$ cat config.mk
export PLATFORM = sky130hd
export DESIGN_NAME = spc_ctrl_if
export DESIGN_NICKNAME = d
export VERILOG_FILES = /design/src/rtl/spc_pkg.sv /design/src/rtl/spc_fe_regs.sv /design/src/rtl/spc_handoff.sv /design/src/rtl/spc_range_mon.sv /design/src/rtl/spc_gate_stretch.sv /design/src/rtl/spc_ctrl_if.sv
export SDC_FILE = /design/constraint.sdc
export NUM_CORES = 1
export LEC_CHECK = 0
export BUFFER_PORTS_ARGS = -buffer_cell sky130_fd_sc_hd__buf_2
export CAP_MARGIN = 25
export CORE_AREA = 2 2 103 105
export CTS_CLUSTER_SIZE = 12
export DETAILED_ROUTE_END_ITERATION = 12
export DIE_AREA = 0 0 105 107
export PLACE_DENSITY = 0.62
export SYNTH_ARGS = -nofsm -noshare
export SYNTH_HDL_FRONTEND = slang
export SYNTH_SLANG_ARGS = --single-unit
$ cat constraint.sdc
create_clock -name clk -period 5.2 [get_ports clk]
set_clock_uncertainty 0.2 [all_clocks]
set_input_delay 0.26 -clock clk [delete_from_list [all_inputs] [get_ports clk]]
set_output_delay 0.26 -clock clk [all_outputs]
set_load 0.005 [all_outputs]
$ cat src/rtl/spc_pkg.sv
package spc_pkg;
    localparam int HDW  = 8;
    localparam int HAW  = 3;
    localparam int RX_N = 4;
    localparam int RX_W = $clog2(RX_N);
    localparam int AT20_N = 3;

    localparam logic [HAW-1:0] A_FE_SEL  = 3'd0;
    localparam logic [HAW-1:0] A_FE_LVL  = 3'd1;
    localparam logic [HAW-1:0] A_COMMIT  = 3'd2;
    localparam logic [HAW-1:0] A_XFORM   = 3'd3;
    localparam logic [HAW-1:0] A_START   = 3'd4;
    localparam logic [HAW-1:0] A_WIN     = 3'd5;
    localparam logic [HAW-1:0] A_LOWTHR  = 3'd6;
    localparam logic [HAW-1:0] A_STRETCH = 3'd7;

    typedef enum logic [1:0] {HO_IDLE, HO_DRIVE, HO_STROBE, HO_HOLD} ho_state_t;
    typedef enum logic {GS_WAIT, GS_PULSE} gs_state_t;
endpackage

$ cat src/rtl/spc_fe_regs.sv
module spc_fe_regs
    import spc_pkg::*;
(
    input  logic                   clk,
    input  logic                   rst_n,
    input  logic                   wr,
    input  logic [HAW-1:0]         addr,
    input  logic [HDW-1:0]         wdata,
    output logic [RX_N-1:0]        if_sel,
    output logic [RX_N-1:0]        vid_sel,
    output logic                   att10,
    output logic [AT20_N-1:0]      att20,
    output logic                   nb_n,
    output logic                   wb_n,
    output logic                   vid_n,
    output logic [2:0]             bw,
    output logic [RX_W-1:0]        rx_sel,
    output logic [HDW-1:0]         xform_cfg,
    output logic [HDW-1:0]         win_len,
    output logic [HDW-1:0]         low_thr,
    output logic [HDW-1:0]         str_len
);
    logic [5:0] stg_sel;
    logic [5:0] stg_lvl;
    logic       commit;
    logic [2:0] lvl;
    logic [AT20_N-1:0] att20_nx;

    assign commit = wr && (addr == A_COMMIT);

    always_ff @(posedge clk or negedge rst_n) begin
        if (!rst_n) begin
            stg_sel   <= '0;
            stg_lvl   <= '0;
            xform_cfg <= '0;
            win_len   <= '0;
            low_thr   <= '0;
            str_len   <= '0;
        end else if (wr) begin
            unique case (addr)
                A_FE_SEL:  stg_sel   <= wdata[5:0];
                A_FE_LVL:  stg_lvl   <= wdata[5:0];
                A_XFORM:   xform_cfg <= wdata;
                A_WIN:     win_len   <= wdata;
                A_LOWTHR:  low_thr   <= wdata;
                A_STRETCH: str_len   <= wdata;
                default: ;
            endcase
        end
    end

    always_comb begin
        lvl = (stg_lvl[2:0] == 3'd7) ? 3'd6 : stg_lvl[2:0];
        for (int i = 0; i < AT20_N; i++) att20_nx[i] = (i < int'(lvl[2:1]));
    end

    always_ff @(posedge clk or negedge rst_n) begin
        if (!rst_n) begin
            if_sel  <= RX_N'(1);
            vid_sel <= RX_N'(1);
            rx_sel  <= '0;
            att10   <= 1'b0;
            att20   <= '0;
            bw      <= '0;
            nb_n    <= 1'b0;
            wb_n    <= 1'b1;
            vid_n   <= 1'b1;
        end else if (commit) begin
            if_sel  <= RX_N'(1) << stg_sel[1:0];
            vid_sel <= RX_N'(1) << stg_sel[3:2];
            rx_sel  <= stg_sel[1:0];
            att10   <= lvl[0];
            att20   <= att20_nx;
            bw      <= stg_lvl[5:3];
            unique case (stg_sel[5:4])
                2'b00:   {nb_n, wb_n, vid_n} <= 3'b011;
                2'b01:   {nb_n, wb_n, vid_n} <= 3'b101;
                default: {nb_n, wb_n, vid_n} <= 3'b110;
            endcase
        end
    end


    fe_hold_chk: assert property (@(posedge clk) disable iff (!rst_n)
        !commit |=> $stable({if_sel, vid_sel, att10, att20, bw, nb_n, wb_n, vid_n}));

    src_onecold_chk: assert property (@(posedge clk) disable iff (!rst_n)
        $countones({nb_n, wb_n, vid_n}) == 2);
endmodule

$ cat src/rtl/spc_handoff.sv
module spc_handoff
    import spc_pkg::*;
#(
    parameter int CW = 8
) (
    input  logic          clk,
    input  logic          rst_n,
    input  logic          start,
    input  logic          ack,
    input  logic [CW-1:0] cfg,
    output logic [CW-1:0] seq_data,
    output logic          seq_valid
);
    ho_state_t st, st_nx;

    always_comb begin
        st_nx = st;
        unique case (st)
            HO_IDLE:   if (start) st_nx = HO_DRIVE;
            HO_DRIVE:  st_nx = HO_STROBE;
            HO_STROBE: st_nx = HO_HOLD;
            HO_HOLD:   if (ack) st_nx = HO_IDLE;
            default:   st_nx = HO_IDLE;
        endcase
    end

    always_ff @(posedge clk or negedge rst_n) begin
        if (!rst_n) st <= HO_IDLE;
        else        st <= st_nx;
    end

    always_ff @(posedge clk or negedge rst_n) begin
        if (!rst_n)                      seq_data <= '0;
        else if (st == HO_IDLE && start) seq_data <= cfg;
    end

    assign seq_valid = (st == HO_STROBE);


    strobe_single_chk: assert property (@(posedge clk) disable iff (!rst_n)
        seq_valid |=> !seq_valid);

    hold_stable_chk: assert property (@(posedge clk) disable iff (!rst_n)
        (st == HO_HOLD && !ack) |=> $stable(seq_data));

    no_restart_chk: assert property (@(posedge clk) disable iff (!rst_n)
        (st != HO_IDLE) |=> $stable(seq_data));
endmodule

$ cat src/rtl/spc_range_mon.sv
module spc_range_mon #(
    parameter int ADC_W = 10,
    parameter int WW    = 8,
    parameter int TW    = 8
) (
    input  logic             clk,
    input  logic             rst_n,
    input  logic [ADC_W-1:0] smp,
    input  logic             vld,
    input  logic [WW-1:0]    win,
    input  logic [TW-1:0]    thr,
    input  logic             clr,
    output logic             oor
);
    logic [WW-1:0] cnt;
    logic any_full, all_low, full_now, low_now, last, hit;

    assign full_now = &smp;
    assign low_now  = smp[ADC_W-1 -: TW] < thr;
    assign last     = cnt >= win;
    assign hit      = vld && last && (any_full || full_now || (all_low && low_now));

    always_ff @(posedge clk or negedge rst_n) begin
        if (!rst_n) begin
            cnt      <= '0;
            any_full <= 1'b0;
            all_low  <= 1'b1;
        end else if (vld) begin
            if (last) begin
                cnt      <= '0;
                any_full <= 1'b0;
                all_low  <= 1'b1;
            end else begin
                cnt      <= cnt + 1'b1;
                any_full <= any_full | full_now;
                all_low  <= all_low & low_now;
            end
        end
    end

    always_ff @(posedge clk or negedge rst_n) begin
        if (!rst_n)   oor <= 1'b0;
        else if (hit) oor <= 1'b1;
        else if (clr) oor <= 1'b0;
    end


    rd_clear_chk: assert property (@(posedge clk) disable iff (!rst_n)
        (clr && !hit) |=> !oor);

    set_on_sample_chk: assert property (@(posedge clk) disable iff (!rst_n)
        $rose(oor) |-> $past(vld));
endmodule

$ cat src/rtl/spc_gate_stretch.sv
module spc_gate_stretch
    import spc_pkg::*;
#(
    parameter int LW = 8
) (
    input  logic            clk,
    input  logic            rst_n,
    input  logic [RX_N-1:0] gate_in,
    input  logic [RX_W-1:0] sel,
    input  logic [LW-1:0]   len,
    output logic            gate_o
);
    gs_state_t st, st_nx;
    logic [LW-1:0] cnt;
    logic s1, s2, s3, rise;

    always_ff @(posedge clk or negedge rst_n) begin
        if (!rst_n) {s1, s2, s3} <= 3'b000;
        else        {s1, s2, s3} <= {gate_in[sel], s1, s2};
    end

    assign rise = s2 && !s3;

    always_comb begin
        st_nx = st;
        unique case (st)
            GS_WAIT:  if (rise) st_nx = GS_PULSE;
            GS_PULSE: if (cnt == '0) st_nx = GS_WAIT;
            default:  st_nx = GS_WAIT;
        endcase
    end

    always_ff @(posedge clk or negedge rst_n) begin
        if (!rst_n) st <= GS_WAIT;
        else        st <= st_nx;
    end

    always_ff @(posedge clk or negedge rst_n) begin
        if (!rst_n)                          cnt <= '0;
        else if (st == GS_WAIT && rise)      cnt <= len;
        else if (st == GS_PULSE && cnt != 0) cnt <= cnt - 1'b1;
    end

    assign gate_o = (st == GS_PULSE);


    pulse_hold_chk: assert property (@(posedge clk) disable iff (!rst_n)
        (st == GS_PULSE && cnt != '0) |=> gate_o);

    pulse_start_chk: assert property (@(posedge clk) disable iff (!rst_n)
        $rose(gate_o) |-> $past(rise));
endmodule

$ cat src/rtl/spc_ctrl_if.sv
module spc_ctrl_if
    import spc_pkg::*;
#(
    parameter int ADC_W = 10,
    parameter int STR_W = HDW
) (
    input  logic             clk,
    input  logic             rst_n,
    input  logic             hst_wr,
    input  logic [HAW-1:0]   hst_addr,
    input  logic [HDW-1:0]   hst_wdata,
    input  logic             hst_rd,
    output logic [RX_N-1:0]  ifsel_o,
    output logic [RX_N-1:0]  vidsel_o,
    output logic             att10_o,
    output logic [AT20_N-1:0] att20_o,
    output logic             src_nb_n,
    output logic             src_wb_n,
    output logic             src_vid_n,
    output logic [2:0]       bw_o,
    output logic [HDW-1:0]   seq_data_o,
    output logic             seq_valid_o,
    input  logic             seq_ack_i,
    input  logic [ADC_W-1:0] smp_i,
    input  logic             smp_vld_i,
    output logic             oor_o,
    input  logic [RX_N-1:0]  gate_i,
    output logic             gate_o
);
    logic [RX_W-1:0] rx_sel;
    logic [HDW-1:0]  xform_cfg, win_len, low_thr, str_len;
    logic            start;

    assign start = hst_wr && (hst_addr == A_START);

    spc_fe_regs u_fe (
        .clk(clk), .rst_n(rst_n), .wr(hst_wr), .addr(hst_addr), .wdata(hst_wdata),
        .if_sel(ifsel_o), .vid_sel(vidsel_o), .att10(att10_o), .att20(att20_o),
        .nb_n(src_nb_n), .wb_n(src_wb_n), .vid_n(src_vid_n), .bw(bw_o),
        .rx_sel(rx_sel), .xform_cfg(xform_cfg), .win_len(win_len),
        .low_thr(low_thr), .str_len(str_len)
    );

    spc_handoff #(.CW(HDW)) u_ho (
        .clk(clk), .rst_n(rst_n), .start(start), .ack(seq_ack_i),
        .cfg(xform_cfg), .seq_data(seq_data_o), .seq_valid(seq_valid_o)
    );

    spc_range_mon #(.ADC_W(ADC_W), .WW(HDW), .TW(HDW)) u_rm (
        .clk(clk), .rst_n(rst_n), .smp(smp_i), .vld(smp_vld_i),
        .win(win_len), .thr(low_thr), .clr(hst_rd), .oor(oor_o)
    );

    spc_gate_stretch #(.LW(STR_W)) u_gs (
        .clk(clk), .rst_n(rst_n), .gate_in(gate_i), .sel(rx_sel),
        .len(str_len[STR_W-1:0]), .gate_o(gate_o)
    );
endmodule

==> impl_metrics.toml <==
[layout]
final_common_cell = "dfrtp_1"
synthToLayoutAreaGrowth_pct = 14.5
final_area_um2 = 5010
nets = 475
layout-drive-gt1-share_pct = 34.1
num_antenna_cells = 0
final_cell_mix = "dfrtp_1 (92), mux2_2 (59), buf_2 (58)"
fillCellCount = 972

[floorplan]
io_pins = 60
core_area_um2 = 10100
die_y_um = 107
rows = 37
initial_core_util_pct = 43.4
dieArea_um2 = 11200
die_w_um = 105

[clock_tree]
cts_buffers = 9
clk_latency_ns = 0.35
hold_buffers = 2
cts_resized = 0
cts_tree = "yes"
cts_root_buffer = "clkbuf_8"
post-cts-setup-buffer-count = 0
clkSinkCount = 97
htreeDepth = 3
clock_path_buffers = 2
path_clk_slew_ns = 0.09

[sta]
relSlewSlack_pct = 33.3
rsz0062_at_grt = "no"
worst_pin_slew_ns = 0.997
finalCriticalPeriod_ns = 2.48
hold_viol = 0
setup_viol = 0
fmax_mhz = 404
final_max_slew_viol_count = 0
tns_ns = 0
fin_crit_sh_pct = 47.6

[route]
antenna_left = 0
routed_wl_mm = 8.27
vias = 2823
dr.pass1.iters = 4
drcViolationCount = 0
detail_route.vias_per_cell = 5.01
drtIter0Drc = 94
wl_per_cell_um = 14.7

[synthesis]
synth_area_leader_cell = "dfrtp_1"
synth_top_area_share_pct = 52.6
ys_types = 48
yosysWarningCount = 0
synthCells = 360
ys_ff_latch = 97
synth_area_um2 = 4380
syn_avg_cell_area_um2 = 12.2
synth.yosys.seq_area_share_pct = 55.6
syn-num-nets = 412
synthTopCellsByArea = "dfrtp_1 (53%), mux2_2 (15%), ha_1 (6.0%), dfstp_2 (3.0%), o21ai_0 (3.0%)"

[setup_path]
critPathKind = "flip-flop to flip-flop"
cp_data_required_time_ns = 5.27
cp_cell_sequence = "inv_1 -> ha_1 -> nand2b_1 -> a2111oi_0 -> o31ai_1 -> and2_0 -> a2bb2oi_1"
slowest_stage = "o31ai_1"
crit_arrival_ns = 2.55
crit_buf_inv = 1
startpoint_type = "flip-flop"
cpLargestDelayFamily = "compound AO/OA/AOI/OAI gates"
path_max_fanout = 8
critical_path.endpoint_type = "flip-flop"
slowest_delay_ns = 0.74
r2r_slack_ns = 2.72

[placed_design]
gp_congestion = 0.786
io_buffer_count = 59
dpl_cell_area_um2 = 4820
place.detailed.hpwl_mm = 6.01

[global_routing]
grt_pass1_vias = 2845
antenna_found_initial = 0
grt_max_degree = 54
grt_remaining_overflow = 0
grt_use_total_pct = 15.9
grt_pass1_wl_mm = 14.1

[hold_path]
min_path_type = "input pin to flip-flop"

[flow_run]
max-cap-violations = 0

[pwr]
power-per-cell-area_nw_per_um2 = 439
total_power_mw = 2.20
irDropWorstVdd_mv = 0.194
cellLeakagePower_nw = 2.37

[run_status]
status = "finished clean"
==> metrics by stage <==
stage	setup slack, ns	hold slack [ns]	std cells	util (%)
4_1_cts	2.72	0.0209	564	49.7
3_5_place_dp	2.74	0.0865	546	47.8
3_3_place_gp	2.81	0.0902	546	47.8
6_report	2.72	0.0343	564	49.7
2_1_floorplan	3.07	-0.236	360	-
5_1_grt	2.50	0.0305	564	49.7
==> layer usage <==
metal  vias to the layer above  wire [µm]  GRT usage [%]
li1                       1394          -              -
met5                         -          0              0
met3                         9        152           2.01
met2                        26       4100           26.0
met1                      1394       3910           21.4
met4                         0        110           6.57
==> flip-flops by register name, indices dropped and copies added (netlist names), 6 cells and up <==
name / count
u_fe.stg_sel: 6
u_fe.low_thr: 8
u_gs.cnt: 8
u_ho.seq_data: 8
u_fe.win_len: 8
u_fe.stg_lvl: 6
u_fe.str_len: 8
u_rm.cnt: 8
u_fe.xform_cfg: 8
==> report_power, final <==
part	internal (mW)	switching [mW]
sequential	0.981	0.153
combinational	0.334	0.295
clock	0.186	0.251
total	1.50	0.699
==> kinds of logic after synthesis <==
| family | after synthesis | synth area share, % |
|---|---|---|
| AO/OA/AOI/OAI | 51 | 7.60 |
| XOR/XNOR | 7 | 1.40 |
| adder cells (fa/ha/maj) | 21 | 6.00 |
| buffers and inverters | 33 | 2.86 |
| flip-flops | 97 | 55.6 |
| multiplexers | 62 | 16.1 |
| AND/OR/NAND/NOR | 89 | 10.5 |
==> synth_stat cells (all sizes together) <==
cell and count:
a2111oi 1, clkbuf 10, o31ai 4, o221ai 1, xnor2 5, buf 1, nand3 5, o21bai 1
and4 1, nor2 14, xor2 2, or3 1, nor4b 1, o21a 2, dfrtp 92, and3 1
a22oi 1, nor3 5, and3b 1, nor3b 1, o2bb2ai 1, a2bb2oi 1, mux2i 2, and2b 1
nand3b 2, inv 22, dfstp 5, ha 21, mux4 1, nor2b 6, a21oi 6, a21o 2
nand2 30, a221o 2, nand4b 2, o41ai 1, nand2b 7, nor4 2, o21ai 27, and2 2
nand4 6, mux2 59, or4 1, o311ai 1
==> path summary, 6_finish.rpt <==
check,startpoint,to,cells after the start
worst max-delay path,u_rm.cnt[0]$_DFFE_PN0P_,u_rm.oor$_DFFE_PN0P_,7
worst max register to register,u_rm.cnt[0]$_DFFE_PN0P_,u_rm.oor$_DFFE_PN0P_,7
max in group asynchronous,rst_n,u_fe.att10$_DFFE_PN0P_,3
worst min register to register,u_gs.s1$_DFF_PN0_,u_gs.s2$_DFF_PN0_,0
worst min-delay path,hst_wdata[6],u_fe.win_len[6]$_DFFE_PN0P_,2
min in group asynchronous,rst_n,u_rm.oor$_DFFE_PN0P_,2
==> worst reg2reg max path, stage by stage (launching register included) <==
cell	delay, ns
dfrtp_1	0.38
inv_1	0.08
ha_1	0.26
nand2b_1	0.09
a2111oi_0	0.09
o31ai_1	0.74
and2_0	0.38
a2bb2oi_1	0.18
==> cell type report <==
class                      count  area [µm²]  share of cell area [%]
timing repair buffer          63         333                    6.64
clock buffer                  11         141                    2.82
clock inverter                 5        31.3                   0.624
inverter                      22        82.6                    1.65
sequential                    97        2430                    48.5
multi-input combinational    230        1820                    36.3
tap                          136         170                    3.39
(Power assumes the default switching activity.)
